[config.mk]
export PLATFORM = sky130hd
export DESIGN_NAME = ext_irq_ctrl
export DESIGN_NICKNAME = d
export VERILOG_FILES = /design/src/rtl/eint_pkg.sv /design/src/rtl/eint_sync.sv /design/src/rtl/eint_detect.sv /design/src/rtl/eint_regs.sv /design/src/rtl/eint_group.sv /design/src/rtl/ext_irq_ctrl.sv
export SDC_FILE = /design/constraint.sdc
export NUM_CORES = 1
export LEC_CHECK = 0
export CAP_MARGIN = 20
export CORE_MARGIN = 1
export CORE_UTILIZATION = 40
export CTS_CLUSTER_SIZE = 20
export DETAILED_ROUTE_END_ITERATION = 10
export DONT_BUFFER_PORTS = 1
export PLACE_DENSITY = 0.55
export SLEW_MARGIN = 20
export SYNTH_ARGS = -nofsm -noshare
export SYNTH_HDL_FRONTEND = slang
export SYNTH_SLANG_ARGS = --single-unit
[constraint.sdc]
create_clock -name clk_i -period 3.38 [get_ports clk_i]
set_clock_uncertainty 0.05 [all_clocks]
set_input_delay 0.338 -clock clk_i [delete_from_list [all_inputs] [get_ports clk_i]]
set_output_delay 0.338 -clock clk_i [all_outputs]
set_load 0.005 [all_outputs]
[src/rtl/eint_pkg.sv]
package eint_pkg;
  localparam int unsigned REG_W   = 32;
  localparam int unsigned FIELD_W = 4;
  localparam int unsigned MODE_W  = 3;

  localparam logic [1:0] ADDR_CFG0 = 2'd0;
  localparam logic [1:0] ADDR_CFG1 = 2'd1;
  localparam logic [1:0] ADDR_MASK = 2'd2;
  localparam logic [1:0] ADDR_PEND = 2'd3;

  typedef enum logic [1:0] {
    TRIG_LEVEL = 2'b00,
    TRIG_FALL  = 2'b01,
    TRIG_RISE  = 2'b10,
    TRIG_BOTH  = 2'b11
  } trig_kind_e;

  // cur/prev are consecutive synchronized samples
  function automatic logic trig_hit(logic [MODE_W-1:0] mode, logic cur, logic prev);
    trig_kind_e kind;
    kind = trig_kind_e'(mode[2:1]);
    case (kind)
      TRIG_LEVEL: trig_hit = mode[0] ? cur : ~cur;
      TRIG_FALL:  trig_hit = ~cur & prev;
      TRIG_RISE:  trig_hit = cur & ~prev;
      default:    trig_hit = cur ^ prev;
    endcase
  endfunction
endpackage

[src/rtl/eint_sync.sv]
module eint_sync #(
  parameter int unsigned N = 28
) (
  input  logic         clk_i,
  input  logic         rst_ni,
  input  logic [N-1:0] async_i,
  output logic [N-1:0] sync_o,
  output logic [N-1:0] prev_o
);
  logic [N-1:0] meta_q, sync_q, prev_q;

  always_ff @(posedge clk_i or negedge rst_ni) begin
    if (!rst_ni) begin
      meta_q <= '0;
      sync_q <= '0;
      prev_q <= '0;
    end else begin
      meta_q <= async_i;
      sync_q <= meta_q;
      prev_q <= sync_q;
    end
  end

  assign sync_o = sync_q;
  assign prev_o = prev_q;
endmodule

[src/rtl/eint_detect.sv]
module eint_detect
  import eint_pkg::*;
#(
  parameter int unsigned N = 28
) (
  input  logic [N-1:0]             sync_i,
  input  logic [N-1:0]             prev_i,
  input  logic [N-1:0][MODE_W-1:0] mode_i,
  output logic [N-1:0]             evt_o
);
  for (genvar n = 0; n < N; n++) begin : g_line
    always_comb evt_o[n] = trig_hit(mode_i[n], sync_i[n], prev_i[n]);
  end
endmodule

[src/rtl/eint_regs.sv]
module eint_regs
  import eint_pkg::*;
#(
  parameter int unsigned N = 28
) (
  input  logic                     clk_i,
  input  logic                     rst_ni,
  input  logic                     req_i,
  input  logic                     we_i,
  input  logic [1:0]               addr_i,
  input  logic [REG_W-1:0]         wdata_i,
  output logic [REG_W-1:0]         rdata_o,
  input  logic [N-1:0]             evt_i,
  output logic [N-1:0][MODE_W-1:0] mode_o,
  output logic [N-1:0]             mask_o,
  output logic [N-1:0]             pend_o
);
  localparam int unsigned NUM_PAIRS      = N / 2;
  localparam int unsigned PAIRS_PER_WORD = REG_W / FIELD_W;
  localparam int unsigned CFG_WORDS      = 2;

  logic [NUM_PAIRS-1:0][MODE_W-1:0] cfg_q;
  logic [N-1:0] mask_q, pend_q, clr;
  logic [CFG_WORDS-1:0][REG_W-1:0] cfg_rd;
  logic wr_en, wr_cfg0, wr_cfg1, wr_mask, wr_pend;

  assign wr_en   = req_i & we_i;
  assign wr_cfg0 = wr_en & (addr_i == ADDR_CFG0);
  assign wr_cfg1 = wr_en & (addr_i == ADDR_CFG1);
  assign wr_mask = wr_en & (addr_i == ADDR_MASK);
  assign wr_pend = wr_en & (addr_i == ADDR_PEND);

  for (genvar p = 0; p < NUM_PAIRS; p++) begin : g_pair
    localparam int unsigned WORD = p / PAIRS_PER_WORD;
    localparam int unsigned OFS  = (p % PAIRS_PER_WORD) * FIELD_W;
    logic sel;
    assign sel = (WORD == 0) ? wr_cfg0 : wr_cfg1;
    always_ff @(posedge clk_i or negedge rst_ni) begin
      if (!rst_ni)  cfg_q[p] <= '0;
      else if (sel) cfg_q[p] <= wdata_i[OFS +: MODE_W];
    end
    assign mode_o[2*p]   = cfg_q[p];
    assign mode_o[2*p+1] = cfg_q[p];
  end

  always_ff @(posedge clk_i or negedge rst_ni) begin
    if (!rst_ni)      mask_q <= '1;
    else if (wr_mask) mask_q <= wdata_i[N-1:0];
  end

  assign clr = wr_pend ? wdata_i[N-1:0] : '0;

  // set beats clear
  always_ff @(posedge clk_i or negedge rst_ni) begin
    if (!rst_ni) pend_q <= '0;
    else         pend_q <= (pend_q & ~clr) | evt_i;
  end

  always_comb begin
    cfg_rd = '0;
    for (int p = 0; p < NUM_PAIRS; p++) begin
      cfg_rd[p / PAIRS_PER_WORD][(p % PAIRS_PER_WORD) * FIELD_W +: FIELD_W] = {1'b0, cfg_q[p]};
    end
  end

  always_comb begin
    case (addr_i)
      ADDR_CFG0: rdata_o = cfg_rd[0];
      ADDR_CFG1: rdata_o = cfg_rd[1];
      ADDR_MASK: rdata_o = {{(REG_W-N){1'b0}}, mask_q};
      default:   rdata_o = {{(REG_W-N){1'b0}}, pend_q};
    endcase
  end

  assign mask_o = mask_q;
  assign pend_o = pend_q;

  logic unused_wdata;
  assign unused_wdata = ^wdata_i;
endmodule

[src/rtl/eint_group.sv]
module eint_group #(
  parameter int unsigned FIRST_W    = 4,
  parameter int unsigned GRP_W      = 8,
  parameter int unsigned NUM_GROUPS = 4,
  localparam int unsigned N = FIRST_W + (NUM_GROUPS - 1) * GRP_W
) (
  input  logic [N-1:0]          active_i,
  output logic [NUM_GROUPS-1:0] grp_o
);
  for (genvar g = 0; g < NUM_GROUPS; g++) begin : g_grp
    localparam int unsigned LO = (g == 0) ? 0 : FIRST_W + (g - 1) * GRP_W;
    localparam int unsigned W  = (g == 0) ? FIRST_W : GRP_W;
    assign grp_o[g] = |active_i[LO +: W];
  end
endmodule

[src/rtl/ext_irq_ctrl.sv]
module ext_irq_ctrl
  import eint_pkg::*;
#(
  parameter int unsigned FIRST_GRP_W = 4,
  parameter int unsigned GRP_W       = 8,
  parameter int unsigned NUM_GROUPS  = 4,
  localparam int unsigned NUM_LINES  = FIRST_GRP_W + (NUM_GROUPS - 1) * GRP_W
) (
  input  logic                  clk_i,
  input  logic                  rst_ni,
  input  logic [NUM_LINES-1:0]  irq_i,
  input  logic                  req_i,
  input  logic                  we_i,
  input  logic [1:0]            addr_i,
  input  logic [REG_W-1:0]      wdata_i,
  output logic [REG_W-1:0]      rdata_o,
  output logic [NUM_GROUPS-1:0] grp_o
);
  logic [NUM_LINES-1:0] line_sync, line_prev, line_evt, mask_q, pend_q;
  logic [NUM_LINES-1:0][MODE_W-1:0] line_mode;

  eint_sync #(.N(NUM_LINES)) u_sync (
    .clk_i   (clk_i),
    .rst_ni  (rst_ni),
    .async_i (irq_i),
    .sync_o  (line_sync),
    .prev_o  (line_prev)
  );

  eint_detect #(.N(NUM_LINES)) u_detect (
    .sync_i (line_sync),
    .prev_i (line_prev),
    .mode_i (line_mode),
    .evt_o  (line_evt)
  );

  eint_regs #(.N(NUM_LINES)) u_regs (
    .clk_i   (clk_i),
    .rst_ni  (rst_ni),
    .req_i   (req_i),
    .we_i    (we_i),
    .addr_i  (addr_i),
    .wdata_i (wdata_i),
    .rdata_o (rdata_o),
    .evt_i   (line_evt),
    .mode_o  (line_mode),
    .mask_o  (mask_q),
    .pend_o  (pend_q)
  );

  eint_group #(
    .FIRST_W    (FIRST_GRP_W),
    .GRP_W      (GRP_W),
    .NUM_GROUPS (NUM_GROUPS)
  ) u_group (
    .active_i (pend_q & ~mask_q),
    .grp_o    (grp_o)
  );
endmodule

==> out/results.txt <==
Root buf cell: clkbuf_16
Async set-or-reset flop fraction in the synthesized netlist: 100%
Run status: finished with violations
# nets final: 900
Syn_nets: 857
Remaining antenna violation count: 0
Placer Congestion: 0.828
Cells along the critical path: o22ai_1 -> or4_1
HPWL after DPL: 12,600 µm
Fmax: 0.479 GHz
CTS Sinks: 182
Worst R2R Path Depth: 5
Clock transition at the registers of the reported paths: 70 ps
CP bufs+invs: 0
Ys Warns: 0
Starting density of the core: 40.9%
Final min period: 2090 ps
R2r endpoint: u_regs.pend_o[10]
Startpoint Class: flop
Setup repair bufs after CTS: 0
Maxcap violations: 0
Sequential share of the synthesized area: 53.2%
Register Area: 4590 µm²
Initial antenna violation count: 0
CTS Hold Bufs: 58
CP endpoint kind: primary output
First-pass GRT wire length: 30,600 µm
Post-synth EDFFs: 0
Antenna cell count: 0
Failing checks: hold timing
DIE AREA: 22,200 µm²
TritonCTS clock tree: done
Worst min path class: input pin to asynchronous set/reset pin
Final Power: 5.55 mW
Fillers: 1,956
Post-CTS Resized: 0
Power Density: 557 nW/µm²
Reg2Reg Setup Slack: 2120 ps
I/O Pins: 102
Worst path max stage delay: 600 ps
Top cell family by delay on the critical path: simple AND/OR/NAND/NOR gates
Crit share post-route: 61.8%
Routed WL per cell: 17.7 µm
Die height: 149 µm
Final Hold Violating Endpoints: 182
Clock buffer depth: 2
Worst Setup EP: grp_o[1]
Worst EP arrival: 1700 ps
Iter 0 DRT Violations: 302
WHS: -449 ps
Seq cells post-synth: 182
Count of final setup violators: 0
Cells after Synth: 735
CP max-delay cell: or4_1
Worst Path Max Fanout: 3
FP Rows: 53
Clk Latency, worst-skew pair: 440 ps
Die Span X: 149 µm
Relative slew slack: 57.7%
Pin count of the biggest net entering global routing: 183
CTS Buf Count: 17
Syn Std Cell Area: 8630 µm²
Setup Total Neg Slack: 0 ps
Area Overhead vs Synth: 15.4%
Routed wire length: 18,800 µm
Predominant post-synthesis flop cell: dfrtp_1
GR Overflow Total: 0
Port-buffer cells: 0
WP data required: 2990 ps
Syn_area_per_cell: 11.7 µm²
CTS H-tree lvls: 4
Worst Tran Pin Value: 634 ps
WP depth: 2
Pins Over Slew Limit: 0
Via count: 5,312
Crit path from: u_regs.mask_o[11]
Multi-input gate area: 3430 µm²
Share of cells above drive strength 1: 14.0%
Core Region: 21,100 µm²
Total track usage: 18.3%
Worst R2R Start: u_sync.sync_o[10]
Crit Path Category: flop to primary output
Peak VDD IR: 0.000302 V
Vias in the first global route: 5,623
Pleak: 4.63 nW
RSZ-0062 raised after global routing: no
Vias per Instance: 4.98
Drt drc: 0
DRT Pass-1 Iters: 4
Synth cell types: 36
==> sequential cells by signal (all words and copies together) (netlist names) <==
name and cells:
u_regs.mode_o 42, u_regs.mask_o 28, u_regs.pend_o 28, u_sync.meta_q 28
u_sync.prev_o 28, u_sync.sync_o 28
==> where the power goes <==
| group | internal, mW | switching [mW] |
|---|---|---|
| Sequential | 2.47 | 0.333 |
| Combinational | 0.461 | 0.302 |
| Clock | 1.05 | 0.939 |
==> final cells by class <==
cell class	instances	area share (%)
Clock buffer	17	4.27
Multi-Input combinational cell	405	34.4
Clock inverter	15	1.60
Timing Repair Buffer	60	5.98
Tap cell	275	3.45
Sequential cell	182	46.1
Inverter	112	4.22
==> logic make-up (layout without fill, tap and decap cells) <==
| group | count (synthesis) | count (layout) | share of synthesized area [%] |
|---|---|---|---|
| multiplexers | 79 | 79 | 13.0 |
| XOR/XNOR | 28 | 28 | 2.84 |
| AND/OR/NAND/NOR | 95 | 95 | 5.20 |
| buffers and inverters | 148 | 204 | 7.16 |
| adder cells (fa/ha/maj) | 56 | 56 | 8.12 |
| flip-flops | 182 | 182 | 53.2 |
| other | 1 | 1 | 0.0434 |
| AO/OA/AOI/OAI | 146 | 146 | 10.4 |
==> worst min path at each step <==
stage | to | slack [ps] | depth (start not counted)
5_1_grt | u_sync.meta_q[17] | -480 | 0
3_3_place_gp | u_sync.meta_q[5] | -1 | 0
3_5_place_dp | u_sync.meta_q[5] | -2 | 0
2_1_floorplan | u_regs.mode_o[0] | -8 | 0
4_1_cts | u_sync.meta_q[21] | -470 | 0
6_report | u_sync.meta_q[17] | -450 | 0
==> metal layers <==
metal | GRT usage (%) | vias up | part of all wire, %
li1 | - | 2555 | -
met1 | 24.1 | 2646 | 45
met2 | 29.7 | 90 | 49
met3 | 4.80 | 21 | 4.9
met4 | 5.46 | 0 | 1.3
met5 | 0 | - | 0
==> synthesized netlist by cell type, types with 6 or more instances <==
| master | n | area share (%) |
|---|---|---|
| xnor2_1 | 27 | 2.7 |
| clkbuf_1 | 14 | 0.61 |
| buf_2 | 6 | 0.35 |
| mux2_4 | 20 | 3.5 |
| mux4_2 | 18 | 4.7 |
| mux2_2 | 7 | 0.91 |
| ha_1 | 56 | 8.1 |
| buf_1 | 10 | 0.43 |
| o21ai_1 | 18 | 1.0 |
| mux2i_1 | 34 | 3.9 |
| dfstp_2 | 28 | 8.5 |
| o22ai_1 | 12 | 0.87 |
| o211ai_1 | 55 | 4.8 |
| dfrtp_1 | 154 | 45 |
| inv_1 | 112 | 4.9 |
| nor2b_1 | 7 | 0.51 |
| o21ai_0 | 56 | 3.2 |
| nand2_1 | 74 | 3.2 |
==> stage by stage <==
stage / setup WS, ps / util (%) / cell area (µm²) / cells
final: 1290 / 47.2 / 9960 / 1066
after floorplan: 1720 / - / 8630 / 735
after global placement: 1210 / 41.7 / 8790 / 976
after detailed placement: 1180 / 41.7 / 8790 / 976
after CTS: 1280 / 47.2 / 9960 / 1066
after global routing: 1240 / 47.2 / 9960 / 1066
==> layout by cell type, fill, tap and decap left out, types with 2 or more instances in the layout <==
| cell | instances |
|---|---|
| mux2_4 | 20 |
| o21ai_0 | 56 |
| o21ai_1 | 18 |
| o22ai_1 | 12 |
| ha_1 | 56 |
| or4_1 | 3 |
| nand2_1 | 74 |
| buf_4 | 2 |
| clkinv_4 | 3 |
| mux2i_1 | 34 |
| and2_1 | 3 |
| inv_6 | 4 |
| clkbuf_16 | 17 |
| nor2b_1 | 7 |
| inv_8 | 4 |
| o211ai_1 | 55 |
| dlygate4sd3_1 | 58 |
| dfstp_2 | 28 |
| clkinvlp_4 | 3 |
| mux2_2 | 7 |
| inv_1 | 112 |
| mux4_2 | 18 |
| xnor2_1 | 27 |
| a22o_1 | 3 |
| dfrtp_1 | 154 |
(Power assumes the default switching activity.)
